==> src/rtl/gpio_evt_pkg.sv <==
`timescale 1ns/1ps
package gpio_evt_pkg;

    typedef enum logic [2:0] {
        RK_NONE    = 3'd0,
        RK_INT_STS = 3'd1,
        RK_INT_EN  = 3'd2,
        RK_WK_STS  = 3'd3,
        RK_WK_EN   = 3'd4
    } reg_kind_e;

    typedef struct packed {
        reg_kind_e  kind;
        logic [7:0] grp;
    } reg_sel_t;

    localparam int unsigned INT_STS_BASE = 32'h100;
    localparam int unsigned INT_EN_BASE  = 32'h120;
    localparam int unsigned WK_STS_BASE  = 32'h140;
    localparam int unsigned WK_EN_BASE   = 32'h160;

    function automatic logic [31:0] low_ones(int unsigned n);
        logic [31:0] m;
        m = '0;
        for (int i = 0; i < 32; i++) begin
            if (i < int'(n)) m[i] = 1'b1;
        end
        return m;
    endfunction

endpackage

==> src/rtl/gpio_evt_decode.sv <==
`timescale 1ns/1ps
module gpio_evt_decode
    import gpio_evt_pkg::*;
#(
    parameter int ADDR_W   = 9,
    parameter int NUM_GRPS = 3
) (
    input  logic [ADDR_W-1:0] addr,
    output reg_sel_t          sel
);
    localparam int NREG = 4;
    localparam int unsigned SPAN = 4 * NUM_GRPS;
    localparam int unsigned BASES [NREG] = '{INT_STS_BASE, INT_EN_BASE, WK_STS_BASE, WK_EN_BASE};
    localparam reg_kind_e  KINDS [NREG] = '{RK_INT_STS, RK_INT_EN, RK_WK_STS, RK_WK_EN};

    logic [31:0]     off;
    logic [NREG-1:0] hit;
    logic [7:0]      grp_of [NREG];

    assign off = 32'(addr);

    for (genvar k = 0; k < NREG; k++) begin : g_region
        logic [31:0] rel;
        assign rel       = off - BASES[k];
        assign hit[k]    = (off >= BASES[k]) && (off < BASES[k] + SPAN) && (off[1:0] == 2'b00);
        assign grp_of[k] = rel[9:2];
    end

    always_comb begin
        sel.kind = RK_NONE;
        sel.grp  = '0;
        for (int k = 0; k < NREG; k++) begin
            if (hit[k]) begin
                sel.kind = KINDS[k];
                sel.grp  = grp_of[k];
            end
        end
    end
endmodule

==> src/rtl/gpio_evt_group.sv <==
`timescale 1ns/1ps
module gpio_evt_group
    import gpio_evt_pkg::*;
#(
    parameter int GRP_SIZE = 16,
    parameter int VALID    = 16
) (
    input  logic                clk,
    input  logic                rst,
    input  logic [GRP_SIZE-1:0] pad_ev,
    input  logic [GRP_SIZE-1:0] pad_own,
    input  logic [GRP_SIZE-1:0] pad_sci,
    input  logic                wr_int_sts,
    input  logic                wr_int_en,
    input  logic                wr_wk_sts,
    input  logic                wr_wk_en,
    input  logic [31:0]         wdata,
    output logic [31:0]         int_sts,
    output logic [31:0]         int_en,
    output logic [31:0]         wk_sts,
    output logic [31:0]         wk_en,
    output logic                int_hit,
    output logic                wake_hit
);
    localparam logic [31:0] MASK = low_ones(VALID);

    logic [31:0] ev_w, own_w, sci_w;
    logic [31:0] int_clr, wk_clr;

    always_comb begin
        ev_w  = '0;
        own_w = '0;
        sci_w = '0;
        ev_w[GRP_SIZE-1:0]  = pad_ev;
        own_w[GRP_SIZE-1:0] = pad_own;
        sci_w[GRP_SIZE-1:0] = pad_sci;
        int_clr = wr_int_sts ? wdata : '0;
        wk_clr  = wr_wk_sts  ? wdata : '0;
    end

    always_ff @(posedge clk) begin
        if (rst) begin
            int_sts <= '0;
            int_en  <= '0;
            wk_sts  <= '0;
            wk_en   <= '0;
        end else begin
            // a fresh event outranks a same-cycle clear
            int_sts <= ((int_sts & ~int_clr) | (ev_w & own_w)) & MASK;
            wk_sts  <= ((wk_sts & ~wk_clr) | ev_w) & MASK;
            if (wr_int_en) int_en <= wdata & MASK;
            if (wr_wk_en)  wk_en  <= wdata & MASK;
        end
    end

    assign int_hit  = |(int_sts & int_en);
    assign wake_hit = |(wk_sts & wk_en & ~sci_w);
endmodule

==> src/rtl/gpio_evt_agg.sv <==
`timescale 1ns/1ps
module gpio_evt_agg
    import gpio_evt_pkg::*;
#(
    parameter int NUM_PADS = 40,
    parameter int GRP_SIZE = 16,
    parameter int ADDR_W   = 9
) (
    input  logic                clk,
    input  logic                rst,
    input  logic [NUM_PADS-1:0] pad_event,
    input  logic [NUM_PADS-1:0] host_own,
    input  logic [NUM_PADS-1:0] route_sci,
    input  logic                reg_wr,
    input  logic [ADDR_W-1:0]   reg_addr,
    input  logic [31:0]         reg_wdata,
    output logic [31:0]         reg_rdata,
    output logic                irq_out,
    output logic                wake_out
);
    localparam int NUM_GRPS = (NUM_PADS + GRP_SIZE - 1) / GRP_SIZE;
    localparam int PAD_TOT  = NUM_GRPS * GRP_SIZE;

    logic [PAD_TOT-1:0] ev_p, own_p, sci_p;
    logic [NUM_GRPS-1:0][31:0] int_sts_w, int_en_w, gpe_sts_w, gpe_en_w;
    logic [NUM_GRPS-1:0] int_hit, wake_hit;
    reg_sel_t sel;

    always_comb begin
        ev_p  = '0;
        own_p = '0;
        sci_p = '0;
        ev_p[NUM_PADS-1:0]  = pad_event;
        own_p[NUM_PADS-1:0] = host_own;
        sci_p[NUM_PADS-1:0] = route_sci;
    end

    gpio_evt_decode #(.ADDR_W(ADDR_W), .NUM_GRPS(NUM_GRPS)) u_dec (
        .addr (reg_addr),
        .sel  (sel)
    );

    for (genvar g = 0; g < NUM_GRPS; g++) begin : g_grp
        localparam int REM   = NUM_PADS - g * GRP_SIZE;
        localparam int VALID = (REM > GRP_SIZE) ? GRP_SIZE : REM;
        logic here;
        assign here = reg_wr && (sel.grp == 8'(g));

        gpio_evt_group #(.GRP_SIZE(GRP_SIZE), .VALID(VALID)) u_grp (
            .clk        (clk),
            .rst        (rst),
            .pad_ev     (ev_p [g*GRP_SIZE +: GRP_SIZE]),
            .pad_own    (own_p[g*GRP_SIZE +: GRP_SIZE]),
            .pad_sci    (sci_p[g*GRP_SIZE +: GRP_SIZE]),
            .wr_int_sts (here && sel.kind == RK_INT_STS),
            .wr_int_en  (here && sel.kind == RK_INT_EN),
            .wr_wk_sts  (here && sel.kind == RK_WK_STS),
            .wr_wk_en   (here && sel.kind == RK_WK_EN),
            .wdata      (reg_wdata),
            .int_sts    (int_sts_w[g]),
            .int_en     (int_en_w[g]),
            .wk_sts     (gpe_sts_w[g]),
            .wk_en      (gpe_en_w[g]),
            .int_hit    (int_hit[g]),
            .wake_hit   (wake_hit[g])
        );
    end

    always_comb begin
        reg_rdata = '0;
        for (int g = 0; g < NUM_GRPS; g++) begin
            if (sel.grp == 8'(g)) begin
                unique case (sel.kind)
                    RK_INT_STS: reg_rdata = int_sts_w[g];
                    RK_INT_EN:  reg_rdata = int_en_w[g];
                    RK_WK_STS:  reg_rdata = gpe_sts_w[g];
                    RK_WK_EN:   reg_rdata = gpe_en_w[g];
                    default:    reg_rdata = '0;
                endcase
            end
        end
    end

    always_ff @(posedge clk) begin
        if (rst) begin
            irq_out  <= 1'b0;
            wake_out <= 1'b0;
        end else begin
            irq_out  <= |int_hit;
            wake_out <= |wake_hit;
        end
    end
endmodule

==> config.mk <==
export PLATFORM = sky130hd
export DESIGN_NAME = gpio_evt_agg
export DESIGN_NICKNAME = d
export VERILOG_FILES = /design/src/rtl/gpio_evt_pkg.sv /design/src/rtl/gpio_evt_decode.sv /design/src/rtl/gpio_evt_group.sv /design/src/rtl/gpio_evt_agg.sv
export SDC_FILE = /design/constraint.sdc
export NUM_CORES = 1
export LEC_CHECK = 0
export BUFFER_PORTS_ARGS = -buffer_cell sky130_fd_sc_hd__clkbuf_2
export CORE_ASPECT_RATIO = 0.75
export CORE_MARGIN = 3
export CORE_UTILIZATION = 55
export CTS_BUF_LIST = sky130_fd_sc_hd__clkbuf_16
export CTS_CLUSTER_DIAMETER = 30
export DETAILED_ROUTE_END_ITERATION = 8
export PLACE_DENSITY_LB_ADDON = 0.2
export REMOVE_ABC_BUFFERS = 1
export SLEW_MARGIN = 20
export SYNTH_ARGS = -nofsm -noshare
export SYNTH_HDL_FRONTEND = slang
export SYNTH_SLANG_ARGS = --single-unit
==> constraint.sdc <==
create_clock -name clk -period 3.8 [get_ports clk]
set_clock_uncertainty 0.05 [all_clocks]
set_input_delay 0.57 -clock clk [delete_from_list [all_inputs] [get_ports clk]]
set_output_delay 0.57 -clock clk [all_outputs]
set_load 0.005 [all_outputs]
==> results of run 1 <==
## metrics by stage
stage / hold slack, ns / cells / TNS (ns) / instance area [µm²] / power, mW
CTS: 0.3133 / 1512 / 0 / 10700 / 4.055
finish: 0.3159 / 1515 / 0 / 10750 / 4.085
global route: 0.3283 / 1515 / -0.3301 / 10750 / 4.197
detailed placement: 0.4062 / 1478 / -0.8669 / 10050 / 2.282
global placement: 0.3991 / 1478 / -0.1060 / 10050 / 2.273
floorplan: 0.3859 / 1040 / -49.58 / 8426 / 2.016
## Yosys cell counts (3+ instances only)
master	number
sky130_fd_sc_hd__a211oi_1	18
sky130_fd_sc_hd__a21oi_1	145
sky130_fd_sc_hd__a221o_1	6
sky130_fd_sc_hd__a221oi_1	16
sky130_fd_sc_hd__a22o_1	12
sky130_fd_sc_hd__a22oi_1	19
sky130_fd_sc_hd__a2bb2oi_1	10
sky130_fd_sc_hd__a311oi_1	41
sky130_fd_sc_hd__a31oi_1	6
sky130_fd_sc_hd__a41oi_1	4
sky130_fd_sc_hd__and2_1	6
sky130_fd_sc_hd__buf_1	9
sky130_fd_sc_hd__buf_2	23
sky130_fd_sc_hd__buf_4	19
sky130_fd_sc_hd__buf_6	3
sky130_fd_sc_hd__clkbuf_1	58
sky130_fd_sc_hd__dfxtp_1	162
sky130_fd_sc_hd__ha_1	9
sky130_fd_sc_hd__inv_1	14
sky130_fd_sc_hd__mux2i_1	32
sky130_fd_sc_hd__nand2_1	191
sky130_fd_sc_hd__nand2b_1	36
sky130_fd_sc_hd__nand3_1	21
sky130_fd_sc_hd__nand4_1	63
sky130_fd_sc_hd__nand4b_1	3
sky130_fd_sc_hd__nor2_1	82
sky130_fd_sc_hd__nor3_1	4
sky130_fd_sc_hd__nor4_1	4
sky130_fd_sc_hd__o2111a_1	3
sky130_fd_sc_hd__o2111ai_1	4
sky130_fd_sc_hd__o211ai_1	6
sky130_fd_sc_hd__o21ai_0	28
sky130_fd_sc_hd__o22ai_1	20
sky130_fd_sc_hd__o31ai_1	24
## sequential cells by signal (all words and copies together), names as in the netlist
signal and count:
g_grp.u_grp.int_sts 40, g_grp.u_grp.wk_sts 40, g_grp.u_grp.int_en 40, wake_out 1
g_grp.u_grp.wk_en 40, irq_out 1
## metal layers
metal / routed length, µm / vias to the layer above
met1: 13890 / 4649
li1: - / 4519
met5: 0 / -
met2: 13680 / 759
met4: 1140 / 0
met3: 5061 / 94
## timing repair
action	4_1_cts	5_1_grt
setup buffers	2	3
pin swaps	1	2
endpoints found under the setup margin	16	15
gates resized for setup	2	6
## worst register-to-register path: stages, from the launching register on
cell and delay [ns]:
sky130_fd_sc_hd__dfxtp_1 0.33, sky130_fd_sc_hd__nand2_1 0.10, sky130_fd_sc_hd__o22ai_1 0.13, sky130_fd_sc_hd__nor4_1 0.66, sky130_fd_sc_hd__and4_1 0.29, sky130_fd_sc_hd__a41oi_1 0.15
## worst paths after layout
check                            startpoint                        to  slack, ns  depth (start not counted)
hold / removal                pad_event[25]  g_grp[1].u_grp.wk_sts[9]       0.32                          3
setup reg to reg  g_grp[0].u_grp.wk_sts[13]                  wake_out       1.91                          5
setup / recovery                reg_addr[6]             reg_rdata[10]       0.12                         14
hold reg to reg     g_grp[1].u_grp.wk_en[6]   g_grp[1].u_grp.wk_en[6]       0.42                          2
## cell families (layout without fill, tap and decap cells)
logic type	after synthesis	after routing	synth area share [%]
other	1	16	0.04208
AO/OA/AOI/OAI	375	375	28.25
XOR/XNOR	1	1	0.09829
AND/OR/NAND/NOR	431	431	23.68
multiplexers	32	32	3.594
buffers and inverters	126	284	6.683
flip-flops	162	162	36.39
adder cells (fa/ha/maj)	9	9	1.264
## power by group through the flow
stage	Sequential (mW)	Combinational [mW]	Clock, mW
floorplan	1.83	0.185	0
global placement	1.86	0.413	0
detailed placement	1.86	0.421	0
CTS	1.82	0.428	1.80
global route	1.83	0.482	1.88
finish	1.83	0.446	1.81
## layout make-up
class	count	area, µm²	share of cell area [%]
clock buffer	17	425.4	3.957
sequential	162	3243	30.17
multi-input combinational	864	5213	48.49
tap	205	256.5	2.386
inverter	14	52.55	0.4888
timing repair buffer	238	1376	12.80
clock inverter	15	183.9	1.711
==> reports/qor.log, run 1 <==
[floorplanning] die height 116.2 µm
[global_route] first-pass GRT wire length 51100 µm
[floorplanning] IO Pins 198
[worst_setup_path] Worst path max stage delay 0.33 ns
[placed_design] quantity of I/O buffers inserted on ports 165
[cts] clock input transition at the sequential cells of the worst setup and hold paths 0.07 ns
[outcome] outcome finished clean
[layout] fraction of final layout cells sized beyond drive strength 1 22.67%
[worst_setup_path] worst setup path class input pin to output pin
[placed_design] pre-CTS setup slack -0.09049 ns
[route] detailed-route via count 10020
[power_and_ir_drop] areal power density over the cells 380.0 nW/µm²
[synthesis] cell accounting for the most synthesized area sky130_fd_sc_hd__dfxtp_1
[power_and_ir_drop] portion of total power attributed to sequential cells 44.7%
[floorplanning] area of the die 17780 µm²
[layout] total number of nets in the final design 1470
[cts] Skew-Pair Late Insertion Delay 0.44 ns
[worst_setup_path] critical path cell sequence clkbuf_2 > inv_1 > ha_1 > inv_1 > ha_1 > a31o_2 > o2111a_1 > buf_4 > buf_4 > nor3_1 > a21oi_1 > nand4_4 > a311oi_1 > clkbuf_2
[power_and_ir_drop] combinational group share of total power 10.9%
[global_route] total overflow reported by the global router 0
[cts] CTS H-tree depth 4
[global_route] Total GRT Usage 36.93%
[sta] setup-violating endpoint count in the final report 0
[layout] Area growth syn-to-layout 20.62%
[power_and_ir_drop] part of the power in the clock network 44.3%
[sta] slew at the pin closest to its max-slew limit 0.9795 ns
[synthesis] Synth Warn # 0
[global_route] met2 usage 52.49%
[route] average routed wire per standard cell 22.29 µm
[flow_run] Max-Cap Viols 0
[power_and_ir_drop] proportion of total power due to net switching 27.25%
[cts] clock buffers created by TritonCTS 17
[route] number of nets with antenna violations after detailed routing 0
[floorplanning] floorplan core area 15570 µm²
[layout] top library cells by usage in the layout, fill and taps aside 190 x sky130_fd_sc_hd__nand2_1, 164 x sky130_fd_sc_hd__clkbuf_2, 162 x sky130_fd_sc_hd__dfxtp_1, 144 x sky130_fd_sc_hd__a21oi_1, 82 x sky130_fd_sc_hd__nor2_1
[power_and_ir_drop] NetSw 1.113 mW
[sta] Hold Fails Final Rpt 0
[worst_setup_path] maximum fanout encountered on the critical timing path 18
[synthesis] share of Yosys cell area claimed by the top area cell type 36.39%
[global_route] busiest layer in global routing met1
[route] total wire length after detailed routing 33770 µm
[route] Residual DRC 0
[floorplanning] die width 153.0 µm
[cts] CTS root buffer sky130_fd_sc_hd__clkbuf_16
[layout] fillers 1330
[sta] final critical-path required period 3.684 ns
[worst_setup_path] Critical Path Sink Type output pin
[layout] most frequent standard cell in the layout excluding fill and tap cells sky130_fd_sc_hd__nand2_1
[sta] final worst slack 0.1161 ns
[global_route] initial antenna violation count 0
[global_route] met3 track utilization from global routing 11.52%
[cts] TritonCTS sink count 162
[power_and_ir_drop] leakage 4.219 nW
[synthesis] EDFF count, synth 0
[sta] setup repair after global routing missed its margin yes
[worst_setup_path] Top Family by Delay on Critical Path compound AO/OA/AOI/OAI gates
[worst_setup_path] cell with the biggest individual delay on the critical path sky130_fd_sc_hd__a311oi_1
[synthesis] Async SR Flop Fraction 0%
[global_route] pin count of the biggest net entering global routing 86
[cts] clock tree from TritonCTS done
[route] routed via count divided by cell count 6.615
[cts] # hold bufs at CTS 0
[worst_setup_path] Crit path arrival time 3.06 ns
[layout] antenna cell count 0
[power_and_ir_drop] internal power of the cells 2.972 mW
[floorplanning] cell row count 39
[synthesis] sequential cell area fraction in the yosys report 36.39%
[worst_setup_path] kind of launch point of the worst setup path input pin
[synthesis] synthesized flop and latch total 162
[route] TritonRoute pass-1 iters 6
[synthesis] Netlist Area Pre-Place 8912 µm²
[sta] final slew viol count 0
[hold_path] class of the most critical hold timing path input pin to flip-flop
[synthesis] leading post-synthesis cells by cell area sky130_fd_sc_hd__dfxtp_1 36%, sky130_fd_sc_hd__a21oi_1 8.1%, sky130_fd_sc_hd__nand2_1 8.0%
[worst_setup_path] WP data required 3.18 ns
[synthesis] Post-Synthesis Cells 1137
[sta] highest achievable clock rate 271.5 MHz
[placed_design] GP Congestion 0.9994
[global_route] number of global-route vias before repair 8848
[sta] final period utilization 96.94%
[route] DRC violation total after the first TritonRoute iteration 1440
[placed_design] HPWL after detailed placement 23950 µm
[power_and_ir_drop] maximum ir drop on the vdd rail 0.0002332 V
[synthesis] synthesized area divided by synthesized cell count 7.838 µm²
[sta] normalized max-slew margin 34.63%
[global_route] met1 routing resource usage after global routing 52.96%
[cts] buffers from clock root to sink, at most 2
[worst_setup_path] buffers and inverters on the worst path 6
[synthesis] ys flop type sky130_fd_sc_hd__dfxtp_1
[floorplanning] Initial Util 57.25%
[synthesis] Distinct cells, synth 65
[layout] final core occ 69.06%
(Power assumes the default switching activity.)
==> run 2: changes to the inputs <==
--- a/config.mk
+++ b/config.mk
@@ -5,14 +5,14 @@
 export SDC_FILE = /design/constraint.sdc
 export NUM_CORES = 1
 export LEC_CHECK = 0
-export BUFFER_PORTS_ARGS = -buffer_cell sky130_fd_sc_hd__clkbuf_2
+export BUFFER_PORTS_ARGS = -buffer_cell sky130_fd_sc_hd__buf_2
 export CORE_ASPECT_RATIO = 0.75
 export CORE_MARGIN = 3
 export CORE_UTILIZATION = 55
 export CTS_BUF_LIST = sky130_fd_sc_hd__clkbuf_16
 export CTS_CLUSTER_DIAMETER = 30
 export DETAILED_ROUTE_END_ITERATION = 8
-export PLACE_DENSITY_LB_ADDON = 0.2
+export PLACE_DENSITY = 0.81
 export REMOVE_ABC_BUFFERS = 1
 export SLEW_MARGIN = 20
 export SYNTH_ARGS = -nofsm -noshare
==> run 2 against run 1 <==
  * Non-clock buffer count is 15 lower
  * First-iteration DRC count is 21% higher
  * Sequential power hardly changed
  * Clock power is 9% lower
  * Final cell count is 1.1% lower
  * Combinational power hardly changed
  * Count of clock-buffer cells in the layout stayed put
  * Sequential cell count stayed put
  * Sequential share of layout area is 0.24 points higher
  * Largest cell class unchanged
  * Largest power group unchanged
==> reports/qor.log, run 2 (synthesis results as in run 1) <==
[outcome] outcome finished clean
[global_route] pin count of the biggest net entering global routing 93 [+8.1%]
[global_route] total overflow reported by the global router 0 [unchanged]
[global_route] initial antenna violation count 0 [unchanged]
[worst_setup_path] maximum fanout encountered on the critical timing path 8 [-10]
[cts] clock tree from TritonCTS done
[placed_design] pre-CTS setup slack -0.07315 ns [+0.01734 ns]
[layout] Area growth syn-to-layout 19.65%
[worst_setup_path] WP data required 3.18 ns [about the same]
[cts] TritonCTS sink count 162 [unchanged]
[route] TritonRoute pass-1 iters 6 [unchanged]
[global_route] first-pass GRT wire length 51280 µm [+0.35%]
[sta] post-route setup TNS 0 ns [unchanged]
[global_route] number of global-route vias before repair 9104 [+2.9%]
[power_and_ir_drop] leakage 4.143 nW [-1.8%]
[cts] buffers from clock root to sink, at most 2 [unchanged]
[hold_path] class of the most critical hold timing path input pin to flip-flop
[floorplanning] IO Pins 198 [unchanged]
[floorplanning] die width 153.0 µm [unchanged]
[sta] highest achievable clock rate 266.1 MHz [-2.0%]
[floorplanning] area of the die 17780 µm² [unchanged]
[placed_design] GP Congestion 0.9856 [-1.4%]
[cts] Skew-Pair Late Insertion Delay 0.43 ns [about the same]
[layout] fraction of final layout cells sized beyond drive strength 1 21.79% [-0.88 points]
[placed_design] HPWL after detailed placement 23390 µm [-2.3%]
[worst_setup_path] cell with the biggest individual delay on the critical path sky130_fd_sc_hd__or3_4
[route] Residual DRC 0 [unchanged]
[floorplanning] Initial Util 57.25% [unchanged]
[global_route] Total GRT Usage 36.75% [-0.18 points]
[layout] top library cells by usage in the layout, fill and taps aside 191 x sky130_fd_sc_hd__nand2_1, 164 x sky130_fd_sc_hd__buf_2, 162 x sky130_fd_sc_hd__dfxtp_1, 144 x sky130_fd_sc_hd__a21oi_1, 82 x sky130_fd_sc_hd__nor2_1
[worst_setup_path] Worst path max stage delay 0.40 ns [+0.07 ns]
[layout] total number of nets in the final design 1455 [-1.0%]
[layout] Sequential cell area 3243 µm² [unchanged]
[flow_run] Max-Cap Viols 0 [unchanged]
[sta] final period utilization 98.89% [+1.9 points]
[route] total wire length after detailed routing 34190 µm [+1.2%]
[route] average routed wire per standard cell 22.81 µm [+2.3%]
[layout] fillers 1309 [-1.6%]
[sta] worst-case hold slack 0.3317 ns [+0.01585 ns]
[sta] final slew viol count 0 [unchanged]
[power_and_ir_drop] maximum ir drop on the vdd rail 0.0002625 V [+13%]
[hold_path] startpoint of the worst hold path pad_event[33]
[cts] clock buffers created by TritonCTS 17 [unchanged]
[worst_setup_path] critical path cell sequence buf_2 > inv_1 > ha_1 > inv_1 > ha_1 > a31o_2 > o2111a_1 > or3_4 > o211ai_1 > buf_4 > nand4_4 > a31oi_2 > buf_2
[sta] setup-violating endpoint count in the final report 0 [unchanged]
[route] routed via count divided by cell count 6.720 [+1.6%]
[floorplanning] die height 116.2 µm [unchanged]
[sta] slew at the pin closest to its max-slew limit 0.7988 ns [-0.1807 ns]
[sta] final critical-path required period 3.758 ns [+0.07407 ns]
[cts] # hold bufs at CTS 0 [unchanged]
[cts] CTS root buffer sky130_fd_sc_hd__clkbuf_16
[floorplanning] floorplan core area 15570 µm² [unchanged]
[route] number of nets with antenna violations after detailed routing 0 [unchanged]
[power_and_ir_drop] overall power 3.913 mW [-4.2%]
[layout] antenna cell count 0 [unchanged]
[worst_setup_path] kind of launch point of the worst setup path input pin
[cts] CTS H-tree depth 4 [unchanged]
[worst_setup_path] startpoint of the worst setup timing path reg_addr[6]
[route] detailed-route via count 10070 [+0.52%]
[worst_setup_path] Crit path arrival time 3.14 ns [+0.08 ns]
[placed_design] quantity of I/O buffers inserted on ports 165 [unchanged]
[worst_setup_path] beginning of the worst register-to-register path g_grp[1].u_grp.int_sts[13]
[sta] Hold Fails Final Rpt 0 [unchanged]
[sta] normalized max-slew margin 46.74% [+12 points]
[worst_setup_path] worst setup path class input pin to output pin
[power_and_ir_drop] areal power density over the cells 367.0 nW/µm² [-3.4%]
[worst_setup_path] Critical Path Sink Type output pin
[cts] clock input transition at the sequential cells of the worst setup and hold paths 0.06 ns [about the same]
[floorplanning] cell row count 39 [unchanged]
[sta] final worst slack 0.04205 ns [-0.07407 ns]
[route] DRC violation total after the first TritonRoute iteration 1748 [+21%]
[layout] multi-input logic area 5234 µm² [+0.41%]
[layout] most frequent standard cell in the layout excluding fill and tap cells sky130_fd_sc_hd__nand2_1
run 2: final timing paths:
| kind | to | slack [ns] | depth (start not counted) |
|---|---|---|---|
| worst max-delay path | reg_rdata[4] | 0.04 | 13 |
| worst min-delay path | g_grp[2].u_grp.wk_sts[1] | 0.33 | 3 |
| worst max register to register | irq_out | 1.91 | 5 |
| worst min register to register | g_grp[1].u_grp.wk_en[11] | 0.42 | 2 |
run 2: cell type report:
class | count | area share (%)
multi-input cells | 864 | 49.08
clock buffers | 17 | 3.989
repair buffers | 223 | 12.47
inverters | 14 | 0.4928
well taps | 205 | 2.405
flip-flops and latches | 162 | 30.41
clock inverters | 14 | 1.150
run 2: routing by layer:
layer	vias up	part of all wire [%]	track usage, %
li1	4489	-	-
met1	4637	38	49.37
met2	810	41	55.02
met3	137	16	13.78
met4	0	3.9	12.40
met5	-	0	0
run 2: per-stage QoR:
| stage | util (%) | cell area, µm² | std cells |
|---|---|---|---|
| 2_1_floorplan | - | 8426 | 1040 |
| 3_3_place_gp | 64.46 | 10030 | 1467 |
| 3_5_place_dp | 64.46 | 10030 | 1467 |
| 4_1_cts | 68.09 | 10600 | 1499 |
| 5_1_grt | 68.51 | 10660 | 1499 |
| 6_report | 68.51 | 10660 | 1499 |
run 2: timing repair:
| action | CTS | global route |
|---|---|---|
| pin swaps | 1 | 1 |
| resized for setup | 1 | 13 |
| setup endpoints to repair | 4 | 12 |
| buffers inserted | 1 | 0 |
run 2: power breakdown:
part	switching (mW)	internal [mW]	leakage [nW]
clock	0.688	0.948	0.271
combinational	0.278	0.171	2.54
sequential	0.0678	1.76	1.33
run 2: worst max-delay path: cells and delay by family:
| kind | cells | cell delay, ns |
|---|---|---|
| AO/OA/AOI/OAI | 4 | 0.97 |
| buffers and inverters | 5 | 0.62 |
| AND/OR/NAND/NOR | 2 | 0.64 |
| adder cells (fa/ha/maj) | 2 | 0.35 |
==> run 3: changes to the inputs <==
--- a/config.mk
+++ b/config.mk
@@ -8,13 +8,15 @@
 export BUFFER_PORTS_ARGS = -buffer_cell sky130_fd_sc_hd__buf_2
 export CORE_ASPECT_RATIO = 0.75
 export CORE_MARGIN = 3
-export CORE_UTILIZATION = 55
+export CORE_UTILIZATION = 58
 export CTS_BUF_LIST = sky130_fd_sc_hd__clkbuf_16
 export CTS_CLUSTER_DIAMETER = 30
 export DETAILED_ROUTE_END_ITERATION = 8
 export PLACE_DENSITY = 0.81
 export REMOVE_ABC_BUFFERS = 1
+export SKIP_CTS_REPAIR_TIMING = 1
 export SLEW_MARGIN = 20
 export SYNTH_ARGS = -nofsm -noshare
 export SYNTH_HDL_FRONTEND = slang
+export SYNTH_HIERARCHICAL = 1
 export SYNTH_SLANG_ARGS = --single-unit
==> run 3 against run 2 <==
  * The flow now finishes with violations (setup timing)
  * Final cell count grew 40%
  * Die area grew 31%
  * Global-route usage shrank 5.5 points
  * Combinational power grew 95%
  * Sequential share of layout area shrank 8.8 points
  * Critical endpoint is now reg_rdata[30]
==> reports/qor.log, run 3 <==
[sta] final period utilization 110.8% [+12 points]
[placed_design] GP Congestion 0.9307 [-5.6%]
[hold_path] instance count along the most critical hold path 3 [unchanged]
[cts] buffers from clock root to sink, at most 2 [unchanged]
[synthesis] Synth Warn # 6 [+6]
[sta] highest achievable clock rate 237.5 MHz [-11%]
[synthesis] synthesized area divided by synthesized cell count 7.986 µm² [+1.9%]
[synthesis] Netlist Area Pre-Place 12460 µm² [+40%]
[sta] final slew viol count 0 [unchanged]
[layout] Sequential cell area 3243 µm² [unchanged]
[cts] CTS H-tree depth 4 [unchanged]
[power_and_ir_drop] maximum ir drop on the vdd rail 0.0003079 V [+17%]
[route] TritonRoute pass-1 iters 6 [unchanged]
[sta] slew at the pin closest to its max-slew limit 0.9692 ns [+0.1704 ns]
[worst_setup_path] beginning of the worst register-to-register path g_grp[0].u_grp/wk_sts[14]
[sta] worst-case hold slack 0.3135 ns [-0.01826 ns]
[global_route] initial antenna violation count 1 [+1]
[layout] top library cells by usage in the layout, fill and taps aside 224 x sky130_fd_sc_hd__conb_1, 178 x sky130_fd_sc_hd__nor2_1, 175 x sky130_fd_sc_hd__buf_2, 162 x sky130_fd_sc_hd__dfxtp_1, 160 x sky130_fd_sc_hd__nand2_1
[layout] most frequent standard cell in the layout excluding fill and tap cells sky130_fd_sc_hd__conb_1
[route] routed via count divided by cell count 6.008 [-11%]
[floorplanning] floorplan core area 20660 µm² [+33%]
[placed_design] quantity of I/O buffers inserted on ports 181 [+9.7%]
[worst_setup_path] Critical Path Sink Type output pin
[floorplanning] die height 132.9 µm [+14%]
[floorplanning] Initial Util 60.29% [+3.0 points]
[sta] final worst slack -0.4102 ns [-0.4523 ns]
[sta] final critical-path required period 4.210 ns [+0.4523 ns]
[worst_setup_path] maximum fanout encountered on the critical timing path 5 [-3]
[global_route] first-pass GRT wire length 58950 µm [+15%]
[global_route] pin count of the biggest net entering global routing 84 [-9.7%]
[global_route] number of global-route vias before repair 11250 [+24%]
[worst_setup_path] capture point of the worst reg-to-reg path wake_out
[layout] total number of nets in the final design 1978 [+36%]
[worst_setup_path] depth of the worst register-to-register path 6 [+1]
[power_and_ir_drop] areal power density over the cells 291.5 nW/µm² [-21%]
[global_route] Total GRT Usage 31.23% [-5.5 points]
[global_route] total overflow reported by the global router 0 [unchanged]
[sta] setup repair after global routing missed its margin yes
[worst_setup_path] setup slack of the most critical reg-to-reg path 1.72 ns [-0.19 ns]
[layout] fraction of final layout cells sized beyond drive strength 1 27.67% [+5.9 points]
[power_and_ir_drop] leakage 5.920 nW [+43%]
[cts] TritonCTS sink count 162 [unchanged]
[floorplanning] IO Pins 198 [unchanged]
[layout] Non-Filler Cell Area, Final 14990 µm² [+41%]
[sta] normalized max-slew margin 34.79% [-12 points]
[synthesis] Post-Synthesis Cells 1560 [+37%]
[flow_run] Max-Cap Viols 0 [unchanged]
[route] number of nets with antenna violations after detailed routing 0 [unchanged]
[outcome] outcome finished, violations left
[layout] Area growth syn-to-layout 20.30%
[worst_setup_path] WP data required 3.18 ns [about the same]
[layout] fillers 1477 [+13%]
[sta] Hold Fails Final Rpt 0 [unchanged]
[sta] setup-violating endpoint count in the final report 52 [+52]
[floorplanning] area of the die 23290 µm² [+31%]
[worst_setup_path] kind of launch point of the worst setup path input pin
[route] average routed wire per standard cell 20.14 µm [-12%]
[route] Residual DRC 0 [unchanged]
[worst_setup_path] Crit path arrival time 3.59 ns [+0.45 ns]
[cts] clock input transition at the sequential cells of the worst setup and hold paths 0.07 ns [about the same]
[outcome] violations in the final reports setup timing
[placed_design] placed inst area 13280 µm² [+32%]
[route] total wire length after detailed routing 42340 µm [+24%]
[route] detailed-route via count 12630 [+25%]
[cts] clock buffers created by TritonCTS 17 [unchanged]
[layout] multi-input logic area 8285 µm² [+58%]
[cts] Skew-Pair Late Insertion Delay 0.43 ns [about the same]
[worst_setup_path] worst setup path class input pin to output pin
[sta] post-route setup TNS -11.45 ns [-11.45 ns]
[power_and_ir_drop] overall power 4.369 mW [+12%]
[cts] CTS root buffer sky130_fd_sc_hd__clkbuf_16
[cts] clock tree from TritonCTS done
[hold_path] end of the worst hold path g_grp[0].u_grp/wk_sts[0]
[floorplanning] die width 175.2 µm [+15%]
[hold_path] startpoint of the worst hold path pad_event[0]
[hold_path] class of the most critical hold timing path input pin to flip-flop
[placed_design] HPWL after detailed placement 27080 µm [+16%]
[route] DRC violation total after the first TritonRoute iteration 1725 [-1.3%]
[floorplanning] cell row count 45 [+15%]
==> run 3: changes by cell type in the layout (fill, tap and decap cells not counted), sizes merged, moves of 35 or more <==
cell	change
a21oi	-35
mux2i	+55
mux2	+58
conb	+208
nand4	-61
a22oi	+83
a311oi	-41
nand3b	+76
buf	+113
nor2	+101
==> run 3: worst max path at each step <==
stage / start / slack, ns / endpoint / depth (start not counted)
3_5_place_dp: reg_addr[5] / -0.50 / reg_rdata[3] / 17
3_3_place_gp: reg_addr[6] / -0.43 / reg_rdata[3] / 19
4_1_cts: reg_addr[5] / -0.53 / reg_rdata[3] / 17
5_1_grt: reg_addr[6] / -0.53 / reg_rdata[30] / 19
6_report: reg_addr[6] / -0.41 / reg_rdata[30] / 19
2_1_floorplan: reg_addr[5] / -7.05 / reg_rdata[0] / 9
==> run 3: area by class of cell <==
| cell class | count | area share [%] |
|---|---|---|
| diodes | 2 | 0.03339 |
| clock buffers | 17 | 2.839 |
| clock inverters | 15 | 0.8766 |
| inverters | 7 | 0.2588 |
| multi-input cells | 1274 | 55.28 |
| flip-flops and latches | 162 | 21.64 |
| well taps | 282 | 2.354 |
| repair buffers | 343 | 16.71 |
==> run 3: where the power goes <==
part           total [mW]  switching (mW)  internal, mW
Combinational       0.875           0.481         0.394
Sequential           1.83          0.0648          1.76
Clock                1.67           0.761         0.905
==> run 3: critical path, cell delays in order <==
cell	delay [ns]
sky130_fd_sc_hd__buf_12	0.10
sky130_fd_sc_hd__buf_6	0.10
sky130_fd_sc_hd__ha_4	0.13
sky130_fd_sc_hd__nand3b_4	0.08
sky130_fd_sc_hd__buf_6	0.13
sky130_fd_sc_hd__nor4b_4	0.33
sky130_fd_sc_hd__nor2_2	0.11
sky130_fd_sc_hd__buf_4	0.18
sky130_fd_sc_hd__nand3_1	0.10
sky130_fd_sc_hd__a21oi_1	0.09
sky130_fd_sc_hd__nor4_1	0.34
sky130_fd_sc_hd__buf_4	0.19
sky130_fd_sc_hd__and3b_2	0.25
sky130_fd_sc_hd__buf_12	0.13
sky130_fd_sc_hd__buf_6	0.10
sky130_fd_sc_hd__clkbuf_16	0.14
sky130_fd_sc_hd__o21ai_2	0.06
sky130_fd_sc_hd__a221oi_2	0.26
sky130_fd_sc_hd__buf_2	0.16
==> run 3: metrics by stage <==
step | utilization [%] | std cells | worst slack (ns)
global placement | 64.27 | 2028 | -0.4258
floorplan | - | 1443 | -7.052
detailed placement | 64.27 | 2028 | -0.5014
CTS | 66.97 | 2060 | -0.5290
global route | 72.52 | 2101 | -0.5262
finish | 72.53 | 2102 | -0.4102
==> run 3: metal layers <==
| metal | wire (µm) | track usage [%] | vias up |
|---|---|---|---|
| met5 | 0 | 0 | - |
| met4 | 1870 | 10.81 | 0 |
| met3 | 5388 | 6.971 | 200 |
| met2 | 18480 | 48.30 | 955 |
| met1 | 16600 | 42.97 | 5880 |
| li1 | - | - | 5594 |
